==> config.mk <==
export PLATFORM = sky130hd
export DESIGN_NAME = fifo_chan_seq
export DESIGN_NICKNAME = d
export VERILOG_FILES = /design/src/rtl/fcs_pkg.sv /design/src/rtl/fcs_host_regs.sv /design/src/rtl/fcs_list_store.sv /design/src/rtl/fcs_walk_ctrl.sv /design/src/rtl/fifo_chan_seq.sv
export SDC_FILE = /design/constraint.sdc
export NUM_CORES = 2
export LEC_CHECK = 0
export BUFFER_PORTS_ARGS = -buffer_cell sky130_fd_sc_hd__clkbuf_2
export CORE_ASPECT_RATIO = 0.75
export CORE_MARGIN = 5
export CORE_UTILIZATION = 45
export CTS_BUF_LIST = sky130_fd_sc_hd__clkbuf_2
export CTS_CLUSTER_SIZE = 16
export DETAILED_ROUTE_END_ITERATION = 8
export MAX_ROUTING_LAYER = met4
export PLACE_DENSITY = 0.67
export SKIP_CTS_REPAIR_TIMING = 1
export SLEW_MARGIN = 15
export SYNTH_ARGS = -nofsm -noshare
export SYNTH_HDL_FRONTEND = slang
export SYNTH_SLANG_ARGS = --single-unit
==> constraint.sdc <==
create_clock -name clk -period 3.22 [get_ports clk]
set_clock_uncertainty 0.2 [all_clocks]
set_input_delay 0.644 -clock clk [delete_from_list [all_inputs] [get_ports clk]]
set_output_delay 0.644 -clock clk [all_outputs]
set_load 0.01 [all_outputs]
==> src/rtl/fcs_pkg.sv <==
package fcs_pkg;
  typedef enum logic [2:0] {
    RA_SELECT = 3'd0,
    RA_FIRST  = 3'd1,
    RA_NEXT   = 3'd2,
    RA_CHAN   = 3'd3,
    RA_CFG    = 3'd4
  } reg_addr_e;
endpackage

==> src/rtl/fcs_host_regs.sv <==
module fcs_host_regs
  import fcs_pkg::*;
#(
  parameter int DW     = 8,
  parameter int FIFO_W = 5,
  parameter int IDX_W  = 6
) (
  input  logic              clk,
  input  logic              rst,
  input  logic              list_mode,
  input  logic              host_we,
  input  logic [2:0]        host_addr,
  input  logic [DW-1:0]     host_wdata,
  output logic [IDX_W-1:0]  idx,
  output logic [FIFO_W:0]   fifo_sel,
  output logic              first_v,
  output logic [FIFO_W:0]   first_fifo,
  output logic              wr_next,
  output logic              wr_chan,
  output logic              wr_cfg
);
  localparam int VBIT = DW - 1;

  reg_addr_e ra;

  always_comb begin
    ra      = reg_addr_e'(host_addr);
    wr_next = host_we && (ra == RA_NEXT);
    wr_chan = host_we && (ra == RA_CHAN);
    wr_cfg  = host_we && (ra == RA_CFG);
  end

  always_ff @(posedge clk) begin
    if (rst) begin
      idx        <= '0;
      fifo_sel   <= '0;
      first_v    <= 1'b0;
      first_fifo <= '0;
    end else if (host_we) begin
      case (ra)
        RA_SELECT: begin
          if (list_mode) idx      <= host_wdata[IDX_W-1:0];
          else           fifo_sel <= host_wdata[FIFO_W:0];
        end
        RA_FIRST: begin
          first_v    <= host_wdata[VBIT];
          first_fifo <= host_wdata[FIFO_W:0];
        end
        default: ;
      endcase
    end
  end
endmodule

==> src/rtl/fcs_list_store.sv <==
module fcs_list_store #(
  parameter int DEPTH  = 64,
  parameter int IDX_W  = 6,
  parameter int FIFO_W = 5,
  parameter int CH_W   = 5,
  parameter int CFG_W  = 8,
  parameter int DW     = 8
) (
  input  logic              clk,
  input  logic              rst,
  input  logic [IDX_W-1:0]  wr_idx,
  input  logic [DW-1:0]     wr_data,
  input  logic              wr_next,
  input  logic              wr_chan,
  input  logic              wr_cfg,
  input  logic              rd_en,
  input  logic [IDX_W-1:0]  rd_idx,
  output logic              rd_nvalid,
  output logic [FIFO_W:0]   rd_nfifo,
  output logic [CH_W-1:0]   rd_chan,
  output logic [CFG_W-1:0]  rd_cfg
);
  logic [FIFO_W:0]  next_mem [DEPTH];
  logic [CH_W-1:0]  chan_mem [DEPTH];
  logic [CFG_W-1:0] cfg_mem  [DEPTH];
  logic [DEPTH-1:0] nvalid_q;

  // RAM-style arrays: write port from host, registered read-first port for the walk.
  always_ff @(posedge clk) begin
    if (wr_next) next_mem[wr_idx] <= wr_data[FIFO_W:0];
    if (wr_chan) chan_mem[wr_idx] <= wr_data[CH_W-1:0];
    if (wr_cfg)  cfg_mem[wr_idx]  <= wr_data[CFG_W-1:0];
    if (rd_en) begin
      rd_nfifo <= next_mem[rd_idx];
      rd_chan  <= chan_mem[rd_idx];
      rd_cfg   <= cfg_mem[rd_idx];
    end
  end

  // Link valid bits live in flops so reset can mark every entry as end of list.
  always_ff @(posedge clk) begin
    if (rst)          nvalid_q         <= '0;
    else if (wr_next) nvalid_q[wr_idx] <= wr_data[DW-1];
  end

  always_ff @(posedge clk) begin
    if (rst)        rd_nvalid <= 1'b0;
    else if (rd_en) rd_nvalid <= nvalid_q[rd_idx];
  end
endmodule

==> src/rtl/fcs_walk_ctrl.sv <==
module fcs_walk_ctrl #(
  parameter int DEPTH  = 64,
  parameter int IDX_W  = 6,
  parameter int FIFO_W = 5
) (
  input  logic              clk,
  input  logic              rst,
  input  logic              list_mode,
  input  logic              frame_sync,
  input  logic              first_v,
  input  logic [FIFO_W:0]   first_fifo,
  input  logic              rd_nvalid,
  input  logic [FIFO_W:0]   rd_nfifo,
  output logic              rd_en,
  output logic [IDX_W-1:0]  rd_idx,
  output logic              tup_valid,
  output logic [IDX_W-1:0]  tup_idx,
  output logic [FIFO_W:0]   tup_fifo
);
  localparam logic [IDX_W-1:0] LAST = IDX_W'(DEPTH - 1);

  logic             active;
  logic             first_step;
  logic [IDX_W-1:0] ptr;
  logic             owner_v;
  logic [FIFO_W:0]  owner;
  logic             emit;

  always_comb begin
    owner_v = first_step ? first_v    : rd_nvalid;
    owner   = first_step ? first_fifo : rd_nfifo;
    emit    = active && owner_v && list_mode && !frame_sync;
    rd_en   = emit;
    rd_idx  = ptr;
  end

  always_ff @(posedge clk) begin
    if (rst) begin
      active     <= 1'b0;
      first_step <= 1'b0;
      ptr        <= '0;
      tup_valid  <= 1'b0;
      tup_idx    <= '0;
      tup_fifo   <= '0;
    end else begin
      tup_valid <= emit;
      if (emit) begin
        tup_idx    <= ptr;
        tup_fifo   <= owner;
        ptr        <= ptr + 1'b1;
        first_step <= 1'b0;
        active     <= (ptr != LAST);
      end
      if (!list_mode) begin
        active <= 1'b0;
      end else if (frame_sync) begin
        active     <= 1'b1;
        first_step <= 1'b1;
        ptr        <= '0;
      end else if (active && !owner_v) begin
        active <= 1'b0;
      end
    end
  end
endmodule

==> src/rtl/fifo_chan_seq.sv <==
module fifo_chan_seq #(
  parameter int DEPTH  = 64,
  parameter int FIFO_W = 5,
  parameter int CH_W   = 5,
  parameter int CFG_W  = 8,
  parameter int DW     = 8,
  localparam int IDX_W = $clog2(DEPTH)
) (
  input  logic              clk,
  input  logic              rst,
  input  logic              list_mode,
  input  logic              frame_sync,
  input  logic              host_we,
  input  logic [2:0]        host_addr,
  input  logic [DW-1:0]     host_wdata,
  output logic [FIFO_W:0]   fifo_sel,
  output logic              tup_valid,
  output logic [IDX_W-1:0]  tup_idx,
  output logic [FIFO_W-1:0] tup_fifo,
  output logic              tup_dir,
  output logic [CH_W-1:0]   tup_chan,
  output logic [CFG_W-1:0]  tup_cfg
);
  logic [IDX_W-1:0] idx;
  logic             first_v;
  logic [FIFO_W:0]  first_fifo;
  logic             wr_next, wr_chan, wr_cfg;
  logic             rd_en;
  logic [IDX_W-1:0] rd_idx;
  logic             rd_nvalid;
  logic [FIFO_W:0]  rd_nfifo;
  logic [FIFO_W:0]  tup_owner;

  fcs_host_regs #(.DW(DW), .FIFO_W(FIFO_W), .IDX_W(IDX_W)) u_regs (
    .clk(clk), .rst(rst), .list_mode(list_mode), .host_we(host_we),
    .host_addr(host_addr), .host_wdata(host_wdata), .idx(idx),
    .fifo_sel(fifo_sel), .first_v(first_v), .first_fifo(first_fifo),
    .wr_next(wr_next), .wr_chan(wr_chan), .wr_cfg(wr_cfg)
  );

  fcs_list_store #(.DEPTH(DEPTH), .IDX_W(IDX_W), .FIFO_W(FIFO_W),
                   .CH_W(CH_W), .CFG_W(CFG_W), .DW(DW)) u_store (
    .clk(clk), .rst(rst), .wr_idx(idx), .wr_data(host_wdata),
    .wr_next(wr_next), .wr_chan(wr_chan), .wr_cfg(wr_cfg),
    .rd_en(rd_en), .rd_idx(rd_idx), .rd_nvalid(rd_nvalid),
    .rd_nfifo(rd_nfifo), .rd_chan(tup_chan), .rd_cfg(tup_cfg)
  );

  fcs_walk_ctrl #(.DEPTH(DEPTH), .IDX_W(IDX_W), .FIFO_W(FIFO_W)) u_walk (
    .clk(clk), .rst(rst), .list_mode(list_mode), .frame_sync(frame_sync),
    .first_v(first_v), .first_fifo(first_fifo), .rd_nvalid(rd_nvalid),
    .rd_nfifo(rd_nfifo), .rd_en(rd_en), .rd_idx(rd_idx),
    .tup_valid(tup_valid), .tup_idx(tup_idx), .tup_fifo(tup_owner)
  );

  assign tup_fifo = tup_owner[FIFO_W-1:0];
  assign tup_dir  = tup_owner[FIFO_W];
endmodule

==> flow_metrics.py <==
metrics = {
    "status": {
        "outcome": "finished with violations",
        "failed_checks": "setup timing",
    },
    "setup_path": {
        "cp_slowest_cell": "nor2_1",
        "cp.arrival_ps": 4510,
        "start_kind": "input port",
        "crit_chain": "dlygate4sd3_1, clkbuf_2, nor2b_1, dlygate4sd3_1, buf_4, nand2_1, nor2_1, mux2i_1, dlygate4sd3_1, nor2_1, dlygate4sd3_1",
        "crit_required_ps": 4490,
        "r2r-start": "u_walk.rd_idx[0]",
        "critPathMaxFanout": 6,
        "crit_start": "host_we",
        "crit_family": "buffers and inverters",
        "path_common_cell": "dlygate4sd3_1",
        "worstPathBufferInverterCount": 6,
        "slowest_delay_ps": 620,
        "worst-setup-path-type": "in2reg",
        "endpoint_kind": "flip-flop",
    },
    "routing": {
        "initialDrtViolationCount": 3214,
        "vias": 28010,
        "firstDrtPassIters": 5,
        "ant_nets": 0,
        "drc": 0,
        "vias_per_cell": 5.754,
        "wirelength_um": 130800,
        "routedWlPerCell_um": 26.86,
    },
    "global_route": {
        "grt_pass1_vias": 28730,
        "antenna_found_initial": 10,
        "grt_usage": 0.2163,
        "grt.overflow.total": 0,
        "grt_max_degree": 113,
        "grt_pass1_wl_um": 189600,
    },
    "timing": {
        "clock.fmax_ghz": 0.3088,
        "hold_violations": 0,
        "tightest_slew_ps": 1193,
        "setup_viol": 1,
        "finalSetupTns_ps": -18.54,
        "rsz0062_at_grt": "yes",
        "layout_setup_ws_ps": -18.54,
        "relSlewSlack": 0.2049,
        "slew_viol_final": 0,
        "min_period_over_period": 1.006,
        "period_minus_slack_ps": 3239,
    },
    "cts": {
        "cts.clk_slew.worst_paths_ps": 110,
        "clk_latency_ps": 1530,
        "cts_tree": "yes",
        "numCtsBuffers": 327,
        "cts_sinks": 1340,
        "ctsHtreeMaxLevel": 5,
        "clock_path_buffers": 4,
        "cts_root_buf": "clkbuf_2",
    },
    "min_path": {
        "hp-class": "in2reg",
        "hold_start": "frame_sync",
    },
    "layout": {
        "fillers": 9215,
        "syn_to_final_growth_pct": 13.92,
        "seq_area_um2": 39200,
        "drive_gt1_frac": 0.3743,
        "fin_cells": 4869,
        "layout_common_cells": "edfxtp_1, clkbuf_2, mux4_2, buf_4, nor2_1",
        "final_common_cell": "edfxtp_1",
        "multi_input_area_um2": 12220,
        "nNetsFinal": 3111,
    },
    "pwr": {
        "peakVddDrop_v": 0.0003675,
        "powerDensity_nw_per_um2": 506.2,
        "leakage_uw": 0.01891,
    },
    "synth": {
        "ys_ff_latch": 1340,
        "syn_area_um2": 52160,
        "ys_warn_count": 0,
        "synth.distinct_cells": 42,
        "ys_seq_area_frac": 0.7513,
        "synth_fp_nets": 2579,
        "syn_inst": 2562,
        "avgSynthCellArea_um2": 20.36,
    },
    "die": {
        "num_rows": 108,
        "start_util": 0.4520,
        "core_region_area_um2": 115400,
        "dieArea_um2": 122900,
        "pin_count": 48,
        "dieWidth_um": 403.1,
        "die_h_um": 304.9,
    },
    "place": {
        "dp_hpwl_um": 81720,
        "dp.cells": 4257,
        "io_buffers": 47,
        "gp_congestion": 0.8446,
    },
    "job": {
        "cap_violations": 0,
    },
}
==> cell families (layout without fill, tap and decap cells) <==
| logic type | after synthesis | count (layout) | synth area share |
|---|---|---|---|
| AOI/OAI and AO/OA | 146 | 146 | 0.01590 |
| xor gates and xnor gates | 5 | 5 | 0.0008395 |
| adders and majority gates | 1 | 1 | 0.0002398 |
| buffers and inverters | 167 | 926 | 0.01511 |
| DFF | 1340 | 1340 | 0.7513 |
| muxes | 455 | 455 | 0.1802 |
| other | 0 | 8 | 0 |
| and+or+nand+nor | 448 | 448 | 0.03648 |
==> registers in the layout, indices dropped and copies added, names as in the netlist, 6 cells and up <==
name and count:
u_store.cfg_mem 512, u_store.next_mem 384, u_store.chan_mem 320, u_store.nvalid_q 64
u_store.rd_cfg 8, u_regs.fifo_sel 6, u_regs.first_fifo 6, u_regs.idx 6
u_store.rd_nfifo 6, u_walk.rd_idx 6, u_walk.tup_fifo 6, u_walk.tup_idx 6
==> stage by stage <==
stage | area [um^2] | hold WS (ps) | util | setup slack, ps | power [uW]
floorplan | 52160 | 250.3 | - | 339.9 | 19450
global placement | 56030 | 256.2 | 0.4855 | 40.02 | 19790
detailed placement | 56030 | 258.7 | 0.4855 | 37.60 | 19820
CTS | 58760 | -1013 | 0.5092 | -191.6 | 30300
global route | 59430 | 10.28 | 0.5150 | -122.3 | 31390
finish | 59430 | 98.12 | 0.5150 | -18.54 | 30080
==> worst paths after layout <==
path | to | slack, ps | cells past startpoint
max | u_regs.fifo_sel[4] | -20 | 11
min | u_walk.tup_idx[2] | 100 | 6
min reg2reg | u_walk.tup_idx[0] | 260 | 2
max reg2reg | u_store.rd_chan[1] | 110 | 6
==> tightest hold or removal path, stage by stage <==
cell	delay, ps
dlygate4sd3_1	590
clkbuf_2	130
or3_1	120
inv_2	170
nand2_1	120
a21oi_1	50
==> cells in the mapped netlist <==
master / count / share of area
mux2_2: 11 / 0.0024
a21oi_1: 55 / 0.0053
and3_1: 7 / 0.00084
a21o_1: 1 / 0.00014
nor4bb_1: 1 / 0.00019
clkbuf_1: 84 / 0.0060
and2_1: 1 / 0.00012
nor2_1: 242 / 0.017
nand2_1: 115 / 0.0083
buf_1: 22 / 0.0016
a41oi_1: 1 / 0.00017
xnor2_1: 1 / 0.00017
o31a_1: 1 / 0.00017
dfxtp_1: 105 / 0.040
xor2_1: 4 / 0.00067
buf_6: 6 / 0.0013
a311oi_1: 2 / 0.00034
inv_1: 1 / 0.000072
nor3_1: 18 / 0.0017
or3b_2: 3 / 0.00050
o22ai_1: 8 / 0.00096
nor4_1: 1 / 0.00012
nand3b_1: 7 / 0.0010
edfxtp_1: 1235 / 0.71
o211ai_1: 9 / 0.0013
nand2b_1: 2 / 0.00024
nor2b_1: 14 / 0.0017
ha_1: 1 / 0.00024
or3_1: 2 / 0.00024
o21ai_0: 49 / 0.0047
a211oi_1: 6 / 0.00086
a31oi_1: 1 / 0.00012
a22oi_1: 13 / 0.0019
buf_2: 33 / 0.0032
mux2i_1: 58 / 0.011
buf_4: 20 / 0.0029
clkinv_1: 1 / 0.000072
nand4_1: 3 / 0.00036
nand3_1: 20 / 0.0019
mux4_2: 386 / 0.17
nor3b_1: 7 / 0.0010
and3b_1: 5 / 0.00084
==> cell type report <==
type                    instances  share of cell area
diodes                          8           0.0003369
clock buffers                 486             0.04093
clock inverters                70            0.005032
inverters                       2           0.0001263
multi-input cells            1055              0.2056
flip-flops and latches       1340              0.6597
well taps                    1540             0.03242
repair buffers                368             0.05584
==> report_power, final <==
group	internal [uW]	switching, uW	total (uW)
Clock	4050	6520	10600
Sequential	19000	9.95	19000
Combinational	136	407	543
Total	23100	6930	30100
==> routing by layer <==
layer  track usage  up-vias  share of wire
met5             -        -              0
met4       0.06932        0          0.022
met3       0.07509      218           0.12
met2        0.2943     1546           0.44
met1        0.3080    14530           0.43
li1              -    11720              -
No activity file was read; power rests on OpenSTA's default activity.
